File: src/rtl/ptw_pkg.sv
package ptw_pkg;
  typedef enum logic [1:0] {
    FLT_NONE   = 2'd0,
    FLT_BOUNDS = 2'd1,
    FLT_PAGE   = 2'd2,
    FLT_PROT   = 2'd3
  } fault_e;

  typedef enum logic [1:0] {
    ST_IDLE,
    ST_FETCH,
    ST_WAIT,
    ST_RESP
  } state_e;

  localparam int unsigned PTE_VALID_BIT = 0;
  localparam int unsigned PTE_WR_BIT    = 1;
  localparam int unsigned PTE_SUP_BIT   = 2;
endpackage

File: src/rtl/ptw_bound_chk.sv
module ptw_bound_chk #(
  parameter int unsigned VPN_W = 20
) (
  input  logic [VPN_W-1:0] vpn_i,
  input  logic [VPN_W-1:0] limit_i,
  output logic             oob_o
);
  assign oob_o = vpn_i > limit_i;
endmodule

File: src/rtl/ptw_addr_gen.sv
module ptw_addr_gen #(
  parameter int unsigned VPN_W  = 20,
  parameter int unsigned TAW    = 32,
  parameter int unsigned PTE_LG = 2
) (
  input  logic [TAW-1:0]   base_i,
  input  logic [VPN_W-1:0] vpn_i,
  output logic [TAW-1:0]   addr_o
);
  localparam int unsigned EXT_W = (VPN_W + PTE_LG > TAW) ? TAW : VPN_W + PTE_LG;

  logic [EXT_W-1:0] idx_scaled;

  generate
    if (VPN_W + PTE_LG > TAW) begin : g_trunc
      logic [VPN_W+PTE_LG-1:0] full;
      assign full       = {vpn_i, {PTE_LG{1'b0}}};
      assign idx_scaled = full[EXT_W-1:0];
    end else begin : g_full
      assign idx_scaled = {vpn_i, {PTE_LG{1'b0}}};
    end
  endgenerate

  assign addr_o = base_i + TAW'(idx_scaled);
endmodule

File: src/rtl/ptw_pte_chk.sv
module ptw_pte_chk
  import ptw_pkg::*;
#(
  parameter int unsigned PTE_W = 32,
  parameter int unsigned PPN_W = 20
) (
  input  logic [PTE_W-1:0] pte_i,
  input  logic             is_write_i,
  input  logic             is_super_i,
  output fault_e           fault_o,
  output logic [PPN_W-1:0] ppn_o
);
  logic present, writable, sup_only, prot_bad;

  assign present  = pte_i[PTE_VALID_BIT];
  assign writable = pte_i[PTE_WR_BIT];
  assign sup_only = pte_i[PTE_SUP_BIT];
  assign ppn_o    = pte_i[PTE_W-1 -: PPN_W];

  // user touching a supervisor page, or write to a read-only page
  assign prot_bad = (sup_only && !is_super_i) || (is_write_i && !writable);

  always_comb begin
    if (!present)      fault_o = FLT_PAGE;
    else if (prot_bad) fault_o = FLT_PROT;
    else               fault_o = FLT_NONE;
  end
endmodule

File: src/rtl/ptw_translator.sv
module ptw_translator
  import ptw_pkg::*;
#(
  parameter int unsigned VA_W  = 32,
  parameter int unsigned PA_W  = 32,
  parameter int unsigned OFF_W = 12,
  parameter int unsigned PTE_W = 32,
  parameter int unsigned TAW   = 32
) (
  input  logic                    clk_i,
  input  logic                    rst_ni,
  input  logic [TAW-1:0]          tbl_base_i,
  input  logic [VA_W-OFF_W-1:0]   tbl_limit_i,
  input  logic                    req_valid_i,
  output logic                    req_ready_o,
  input  logic [VA_W-1:0]         req_va_i,
  input  logic                    req_write_i,
  input  logic                    req_super_i,
  output logic                    rsp_valid_o,
  input  logic                    rsp_ready_i,
  output logic [PA_W-1:0]         rsp_pa_o,
  output logic [1:0]              rsp_fault_o,
  output logic                    mem_req_valid_o,
  input  logic                    mem_req_ready_i,
  output logic [TAW-1:0]          mem_req_addr_o,
  input  logic                    mem_rsp_valid_i,
  output logic                    mem_rsp_ready_o,
  input  logic [PTE_W-1:0]        mem_rsp_data_i
);
  localparam int unsigned VPN_W  = VA_W - OFF_W;
  localparam int unsigned PPN_W  = PA_W - OFF_W;
  localparam int unsigned PTE_LG = $clog2(PTE_W / 8);

  state_e               state_q;
  logic [OFF_W-1:0]     off_q;
  logic                 wr_q, sup_q;
  logic [TAW-1:0]       addr_q;
  logic [PA_W-1:0]      pa_q;
  fault_e               fault_q;

  logic [VPN_W-1:0]     req_vpn;
  logic                 oob;
  logic [TAW-1:0]       tbl_addr;
  fault_e               pte_fault;
  logic [PPN_W-1:0]     pte_ppn;
  logic                 accept;

  assign req_vpn = req_va_i[VA_W-1:OFF_W];

  ptw_bound_chk #(.VPN_W(VPN_W)) u_bound (
    .vpn_i   (req_vpn),
    .limit_i (tbl_limit_i),
    .oob_o   (oob)
  );

  ptw_addr_gen #(.VPN_W(VPN_W), .TAW(TAW), .PTE_LG(PTE_LG)) u_addr (
    .base_i (tbl_base_i),
    .vpn_i  (req_vpn),
    .addr_o (tbl_addr)
  );

  ptw_pte_chk #(.PTE_W(PTE_W), .PPN_W(PPN_W)) u_pte (
    .pte_i      (mem_rsp_data_i),
    .is_write_i (wr_q),
    .is_super_i (sup_q),
    .fault_o    (pte_fault),
    .ppn_o      (pte_ppn)
  );

  assign req_ready_o     = (state_q == ST_IDLE);
  assign accept          = req_valid_i && req_ready_o;
  assign mem_req_valid_o = (state_q == ST_FETCH);
  assign mem_req_addr_o  = addr_q;
  assign mem_rsp_ready_o = (state_q == ST_WAIT);
  assign rsp_valid_o     = (state_q == ST_RESP);
  assign rsp_pa_o        = pa_q;
  assign rsp_fault_o     = fault_q;

  always_ff @(posedge clk_i or negedge rst_ni) begin
    if (!rst_ni) begin
      state_q <= ST_IDLE;
      off_q   <= '0;
      wr_q    <= 1'b0;
      sup_q   <= 1'b0;
      addr_q  <= '0;
      pa_q    <= '0;
      fault_q <= FLT_NONE;
    end else begin
      unique case (state_q)
        ST_IDLE: if (accept) begin
          off_q <= req_va_i[OFF_W-1:0];
          wr_q  <= req_write_i;
          sup_q <= req_super_i;
          if (oob) begin
            pa_q    <= '0;
            fault_q <= FLT_BOUNDS;
            state_q <= ST_RESP;
          end else begin
            addr_q  <= tbl_addr;
            state_q <= ST_FETCH;
          end
        end
        ST_FETCH: if (mem_req_ready_i) state_q <= ST_WAIT;
        ST_WAIT: if (mem_rsp_valid_i) begin
          fault_q <= pte_fault;
          pa_q    <= (pte_fault == FLT_NONE) ? {pte_ppn, off_q} : '0;
          state_q <= ST_RESP;
        end
        ST_RESP: if (rsp_ready_i) state_q <= ST_IDLE;
        default: state_q <= ST_IDLE;
      endcase
    end
  end

  // out-of-range page index answers with a bounds fault next cycle, no read
  a_r3_bounds_fault: assert property (@(posedge clk_i) disable iff (!rst_ni)
    (accept && (req_vpn > tbl_limit_i)) |=> (rsp_valid_o && rsp_fault_o == FLT_BOUNDS && !mem_req_valid_o));

  // a non-present entry always reports a page fault
  a_r4_page_fault: assert property (@(posedge clk_i) disable iff (!rst_ni)
    (mem_rsp_valid_i && mem_rsp_ready_o && !mem_rsp_data_i[PTE_VALID_BIT]) |=> (rsp_valid_o && rsp_fault_o == FLT_PAGE));

  // faulting responses carry a zero address
  a_r7_fault_zero_pa: assert property (@(posedge clk_i) disable iff (!rst_ni)
    (rsp_valid_o && rsp_fault_o != FLT_NONE) |-> (rsp_pa_o == '0));

  // offset passes through on success
  a_r1_offset_kept: assert property (@(posedge clk_i) disable iff (!rst_ni)
    (accept && !oob) |=> (off_q == $past(req_va_i[OFF_W-1:0])));

  // single outstanding translation
  a_r8_busy_after_accept: assert property (@(posedge clk_i) disable iff (!rst_ni)
    accept |=> !req_ready_o);
  a_r8_free_after_rsp: assert property (@(posedge clk_i) disable iff (!rst_ni)
    (rsp_valid_o && rsp_ready_i) |=> req_ready_o);

  // response held while stalled
  a_r9_rsp_stable: assert property (@(posedge clk_i) disable iff (!rst_ni)
    (rsp_valid_o && !rsp_ready_i) |=> (rsp_valid_o && $stable(rsp_pa_o) && $stable(rsp_fault_o)));

  // table read held while stalled
  a_r2_mem_req_stable: assert property (@(posedge clk_i) disable iff (!rst_ni)
    (mem_req_valid_o && !mem_req_ready_i) |=> (mem_req_valid_o && $stable(mem_req_addr_o)));
endmodule

File: config.mk
export PLATFORM = sky130hd
export DESIGN_NAME = ptw_translator
export DESIGN_NICKNAME = d
export VERILOG_FILES = /design/src/rtl/ptw_pkg.sv /design/src/rtl/ptw_bound_chk.sv /design/src/rtl/ptw_addr_gen.sv /design/src/rtl/ptw_pte_chk.sv /design/src/rtl/ptw_translator.sv
export SDC_FILE = /design/constraint.sdc
export NUM_CORES = 1
export LEC_CHECK = 0
export ABC_AREA = 1
export ABC_CLOCK_PERIOD_IN_PS = 1600
export BUFFER_PORTS_ARGS = -buffer_cell sky130_fd_sc_hd__buf_2
export CORE_MARGIN = 2
export CORE_UTILIZATION = 47
export DETAILED_ROUTE_END_ITERATION = 10
export PLACE_DENSITY = 0.85
export SKIP_LAST_GASP = 1
export SLEW_MARGIN = 20
export SYNTH_ARGS = -nofsm -noshare
export SYNTH_HDL_FRONTEND = slang
export SYNTH_SLANG_ARGS = --single-unit
File: constraint.sdc
create_clock -name clk_i -period 1.6 [get_ports clk_i]
set_input_delay 0.32 -clock clk_i [delete_from_list [all_inputs] [get_ports clk_i]]
set_output_delay 0.32 -clock clk_i [all_outputs]
set_load 0.01 [all_outputs]
-- After elaboration in Yosys (flattened, before gate mapping)
Cells that the tools add are included.
W data, S select, Z words.
- output and inout bits: 70
- input port bits: 124
- flip-flop bits (word level): 82
- word-level logic and storage cells: 48
- eq/ne operators: 8
- multiplexer cells: 17
- reduce and logical (&&, ||, !) cells: 13
- add/subtract/negate cells: 1
- bitwise gates (word level): 1
- magnitude comparators: 1
- operators by type and width (kind ; number):
    $mux W32 ; 4
    $pmux W32 S2 ; 1
    $add A32 B22 Y32 ; 1
    $gt A20 B20 Y1 ; 1
    $mux W2 ; 10
    $ne A2 B1 Y1 const B ; 4
    $pmux W2 S4 ; 1
    $reduce_and A4 Y1 ; 2
    $eq A2 B2 Y1 const B ; 2
    $logic_not A2 Y1 ; 2
    $pmux W2 S2 ; 1
    $logic_and A1 B1 Y1 ; 3
    $reduce_and A3 Y1 ; 1
    $eq A2 B1 Y1 const B ; 1
    $logic_not A1 Y1 ; 2
    $ne A2 B2 Y1 const B ; 1
    $reduce_and A2 Y1 ; 1
    $reduce_bool A2 Y1 ; 1
    $logic_or A1 B1 Y1 ; 1
    $not A1 Y1 ; 1

-- Longest topological paths before layout
- depth in word-level cells: 9
- depth in mapped cells: 16
- gate-level depth less buffers: 15

-- By module
Synthesis repeated with hierarchy kept, for this count alone.
- cells, all modules: 971
- area total of the unflattened synthesis: 6543.8 um^2
- modules (own cells, without submodules) (module ; cells each ; area each (um^2) ; instances ; sequential area each (um^2)):
    ptw_translator ; 454 ; 3838.7 ; 1 ; 2052.0
    ptw_addr_gen ; 392 ; 1945.6 ; 1 ; 0.0
    ptw_bound_chk ; 98 ; 574.3 ; 1 ; 0.0
    ptw_pte_chk ; 27 ; 185.2 ; 1 ; 0.0

-- Least setup slack after synthesis
No wires, ideal clock.
- kind: input to register
- start point: in tbl_base_i[2]
- end point: reg addr_q[24] (netlist: mem_req_addr_o[24])
- setup time: 0.116 ns
- data required time: 1.484 ns
- setup slack: -0.202 ns
- arrival: 1.686 ns
- stages on the path: 14
- buffers on the path: 0
- cells stage by stage: ha_1 > fa_1 > nand3_1 > nand3_1 > nand2_1 > nand2_1 > nand2_1 > nand2_1 > nand2_1 > nand2_1 > nand2_1 > nand2_1 > nand2_1 > nand2_1
- word-level cells in the longest chain between the ends: 1
- ends and longest elaborated chain (element ; RTL line ; text):
    start, declared ; ptw_translator.sv:12 ; input logic [TAW-1:0] tbl_base_i,
    $add A32 B22 Y32 ; ptw_addr_gen.sv:24 ; assign addr_o = base_i + TAW'(idx_scaled);
    end signal, assigned ; ptw_translator.sv:99 ; addr_q <= tbl_addr;
    end, declared ; ptw_translator.sv:37 ; logic [TAW-1:0] addr_q;
Every way passes these cells.
A chain may end at the register's enable or synchronous reset.

-- Final worst setup path
- start point: in req_va_i[17]
- end point: reg pa_q[1] (netlist: rsp_pa_o[1])
- word-level cells in the longest chain between the ends: 3
- ends and longest elaborated chain (element ; RTL line ; text):
    start, declared ; ptw_translator.sv:16 ; input logic [VA_W-1:0] req_va_i,
    $gt A20 B20 Y1 ; ptw_bound_chk.sv:8 ; assign oob_o = vpn_i > limit_i;
    $ne A2 B1 Y1 (no source line) ; -- ;
    $reduce_and A4 Y1 (no source line) ; -- ;
    end signal, assigned ; ptw_translator.sv:106 ; pa_q <= (pte_fault == FLT_NONE) ? {pte_ppn, off_q} : '0;
    end, declared ; ptw_translator.sv:38 ; logic [PA_W-1:0] pa_q;
Every way passes these cells.

==> results.sh <==
export IMPL_outcome="finished with violations"
export IMPL_violations="setup timing"
export IMPL_grt_antenna_before_repair=0
export IMPL_worstMarginPinSlew_ns=0.438
export IMPL_synth_top_area_share_pct=34.7
export IMPL_rr_startpoint="state_q[0]"
export IMPL_fin_skew_ns=0.00714
export IMPL_setup_slack_ns=-0.0759
export IMPL_synth_flop_cell="dfrtp_1"
export IMPL_crit_arrival_ns=1.90
export IMPL_track_usage_pct=23.6
export IMPL_relSlewSlack_pct=70.8
export IMPL_dieArea_mm2=0.0135
export IMPL_io_buffers=184
export IMPL_tns_ns=-0.589
export IMPL_dp_cells=1288
export IMPL_die_h_um=116
export IMPL_period_share_pct=105
export IMPL_yosys_warnings=0
export IMPL_min_to="off_q[0]"
export IMPL_synth_area_leader_cell="dfrtp_1"
export IMPL_finalNonFillerCells=1314
export IMPL_syn_inst=902
export IMPL_grt_pass1_wl_mm=25.6
export IMPL_synth_net_count=1071
export IMPL_powerDensity_mw_per_mm2=1250
export IMPL_die_width_um=116
export IMPL_synth_area_mm2=0.00592
export IMPL_detail_route_first_pass_iterations=5
export IMPL_clkTransAtPathRegs_ns=0.06
export IMPL_worstSetupPathType="primary input to flop"
export IMPL_rsz0062_at_grt="true"
export IMPL_min_path_cells=3
export IMPL_root_buffer="clkbuf_16"
export IMPL_crit_path_end_kind="flop"
export IMPL_grt_pass1_vias=5819
export IMPL_hold_violations=0
export IMPL_r2r_end="rsp_pa_o[1]"
export IMPL_syn_area_per_cell_um2=6.56
export IMPL_peakVddDrop_uv=643
export IMPL_drv_slew=0
export IMPL_synth_edff_count=0
export IMPL_fp_coreArea_mm2=0.0122
export IMPL_ant_nets=0
export IMPL_worstHoldPathType="primary input to flop"
export IMPL_avgRoutedWirePerCell_um=13.9
export IMPL_worstPathCellList="buf_4 > ha_4 > nand2_2 > nor2_2 > nand2_2 > nor2_2 > nand4_1 > nand2_4 > nand2_8 > buf_12 > nand3_1 > nand2_1"
export IMPL_antenna_cells=0
export IMPL_drtIter0Drc=481
export IMPL_totalWireLength_mm=18.2
export IMPL_min_from="req_va_i[0]"
export IMPL_finalPower_uw=10800
export IMPL_cts_made_buffers=9
export IMPL_fin_nets=1311
export IMPL_fmax_mhz=597
export IMPL_ys_seq_area_share_pct=34.7
export IMPL_clock_latency_ns=0.34
export IMPL_dp_hpwl_mm=12.6
export IMPL_ys_seq_elements=82
export IMPL_p_leak_uw=0.00489
export IMPL_grt_max_degree=35
export IMPL_drv_cap=0
export IMPL_cts_sinks=82
export IMPL_cp_max_fo=8
export IMPL_start_util_pct=48.6
export IMPL_io_pins=194
export IMPL_cts_htree_levels=3
export IMPL_critPathLaunchType="primary input"
export IMPL_grt_ovfl_total=0
export IMPL_cpPeakStageDelay_ns=0.27
export IMPL_min_period_ns=1.68
export IMPL_cts_tree="yes"
export IMPL_crit_slowest_cell="ha_4"
export IMPL_setup_viol=26
export IMPL_synth_top_cells_by_area="dfrtp_1 (35%), nand2_1 (25%), ha_1 (9.3%)"
export IMPL_reg2reg_depth=8
export IMPL_place_congestion=0.897
export IMPL_crit_required_ns=1.82
export IMPL_rows=40
export IMPL_num_vias=6555
export IMPL_area_growth_pct=45.8
export IMPL_clockBufferDepth=2
export IMPL_netlist_cell_type_count=31
export IMPL_drc=0
export IMPL_synthArstFlopShare_pct=100
export IMPL_viasPerCell=4.99
export IMPL_regToRegSetupSlack_ns=-0.01
export IMPL_drive_above_1_share_pct=34.7
export IMPL_n_fill_cell=965
-- critical path, delay by kind of cell --
| kind | cells | cell delay [ns] |
|---|---|---|
| and+or+nand+nor | 9 | 1.00 |
| buffers and inverters | 2 | 0.30 |
| adders and majority gates | 1 | 0.27 |
-- worst max-delay path by stage --
| stage | from | cells past startpoint | slack (ns) | end |
|---|---|---|---|---|
| 5_1_grt | req_va_i[19] | 12 | -0.16 | state_q[1] |
| 3_5_place_dp | tbl_limit_i[17] | 14 | -0.48 | rsp_pa_o[10] |
| 4_1_cts | tbl_limit_i[17] | 13 | -0.04 | rsp_pa_o[28] |
| 6_report | req_va_i[17] | 12 | -0.08 | rsp_pa_o[1] |
| 2_1_floorplan | tbl_base_i[2] | 14 | -0.09 | mem_req_addr_o[24] |
| 3_3_place_gp | tbl_limit_i[17] | 14 | -0.41 | rsp_pa_o[7] |
-- what timing repair did --
action,CTS,global route
resized for setup,7,139
hold buffers,1,0
gates cloned,1,4
setup buffers,2,3
pin swaps,2,27
setup endpoints to repair,52,68
endpoints found under the hold margin,29,0
-- layer usage --
metal / global-route usage [%] / share of wire (%)
met1: 26.9 / 38
met2: 44.0 / 52
met3: 3.63 / 6.5
met4: 9.76 / 3.1
met5: 0 / 0
-- logic make-up after synthesis --
family                   after synthesis  synth area share (%)
AND/OR/NAND/NOR                      557                  37.9
XOR/XNOR                              14                  2.07
AO/OA/AOI/OAI                         51                  4.72
buffers and inverters                153                  10.9
adder cells (fa/ha/maj)               45                  9.64
flip-flops                            82                  34.7
-- where the power goes --
group,internal (µW),total [µW],switching (µW),leakage [µW]
sequential,2860,3280,426,0.00107
combinational,2310,5680,3380,0.00370
clock,1040,1840,802,0.000122
total,6200,10800,4610,0.00489
-- cell type report --
| cell class | count | area, µm² | area share (%) |
|---|---|---|---|
| clock inverters | 3 | 17.5 | 0.203 |
| repair buffers | 252 | 1700 | 19.7 |
| well taps | 168 | 210 | 2.44 |
| clock buffers | 12 | 236 | 2.74 |
| multi-input cells | 668 | 3910 | 45.3 |
| inverters | 129 | 507 | 5.88 |
| flip-flops and latches | 82 | 2050 | 23.8 |
-- placed cells by master, fill, tap and decap left out, types with 4 or more instances in the layout --
master / Yosys / final
o21ai_2: 4 / 4
clkbuf_16: 0 / 12
nand3_1: 61 / 30
buf_12: 0 / 5
nor2_2: 3 / 7
nand3_2: 1 / 30
a21oi_2: 0 / 8
ha_1: 44 / 18
buf_6: 7 / 19
nor2_1: 73 / 65
nand2_1: 397 / 370
nand2_4: 3 / 6
nor3_1: 7 / 7
nand2_2: 1 / 22
inv_1: 128 / 110
o21ai_1: 6 / 10
nand2_8: 0 / 4
ha_4: 0 / 23
a21oi_1: 19 / 11
nor2_4: 0 / 4
buf_2: 4 / 163
inv_2: 1 / 14
xnor2_1: 13 / 13
dfrtp_1: 82 / 82
nand4_1: 4 / 4
o21ai_0: 17 / 13
buf_4: 4 / 58
-- cell usage after synthesis, types with 2 or more instances --
cell / number
a21oi_1: 19
and2_1: 3
buf_2: 4
buf_4: 4
buf_6: 7
clkbuf_1: 9
dfrtp_1: 82
ha_1: 44
inv_1: 128
nand2_1: 397
nand2_4: 3
nand3_1: 61
nand3b_1: 2
nand4_1: 4
nor2_1: 73
nor2_2: 3
nor3_1: 7
o21ai_0: 17
o21ai_1: 6
o21ai_2: 4
o22ai_1: 3
xnor2_1: 13
-- metrics by stage --
| step | util [%] | worst slack [ns] | cell area (µm²) | hold slack [ns] |
|---|---|---|---|---|
| 3_3_place_gp | 62.3 | -0.408 | 7580 | 0.290 |
| 2_1_floorplan | - | -0.0869 | 6130 | 0.0244 |
| 3_5_place_dp | 62.3 | -0.481 | 7580 | 0.285 |
| 4_1_cts | 64.9 | -0.0382 | 7900 | 0.171 |
| 5_1_grt | 70.9 | -0.155 | 8620 | 0.181 |
| 6_report | 70.9 | -0.0759 | 8620 | 0.173 |
-- sequential cells by signal, summed over array words and instances (netlist names) --
register        count
mem_req_addr_o     32
rsp_pa_o           32
off_q              12
rsp_fault_o         2
state_q             2
sup_q               1
wr_q                1
Note: power is estimated with default switching activity, not from simulation.
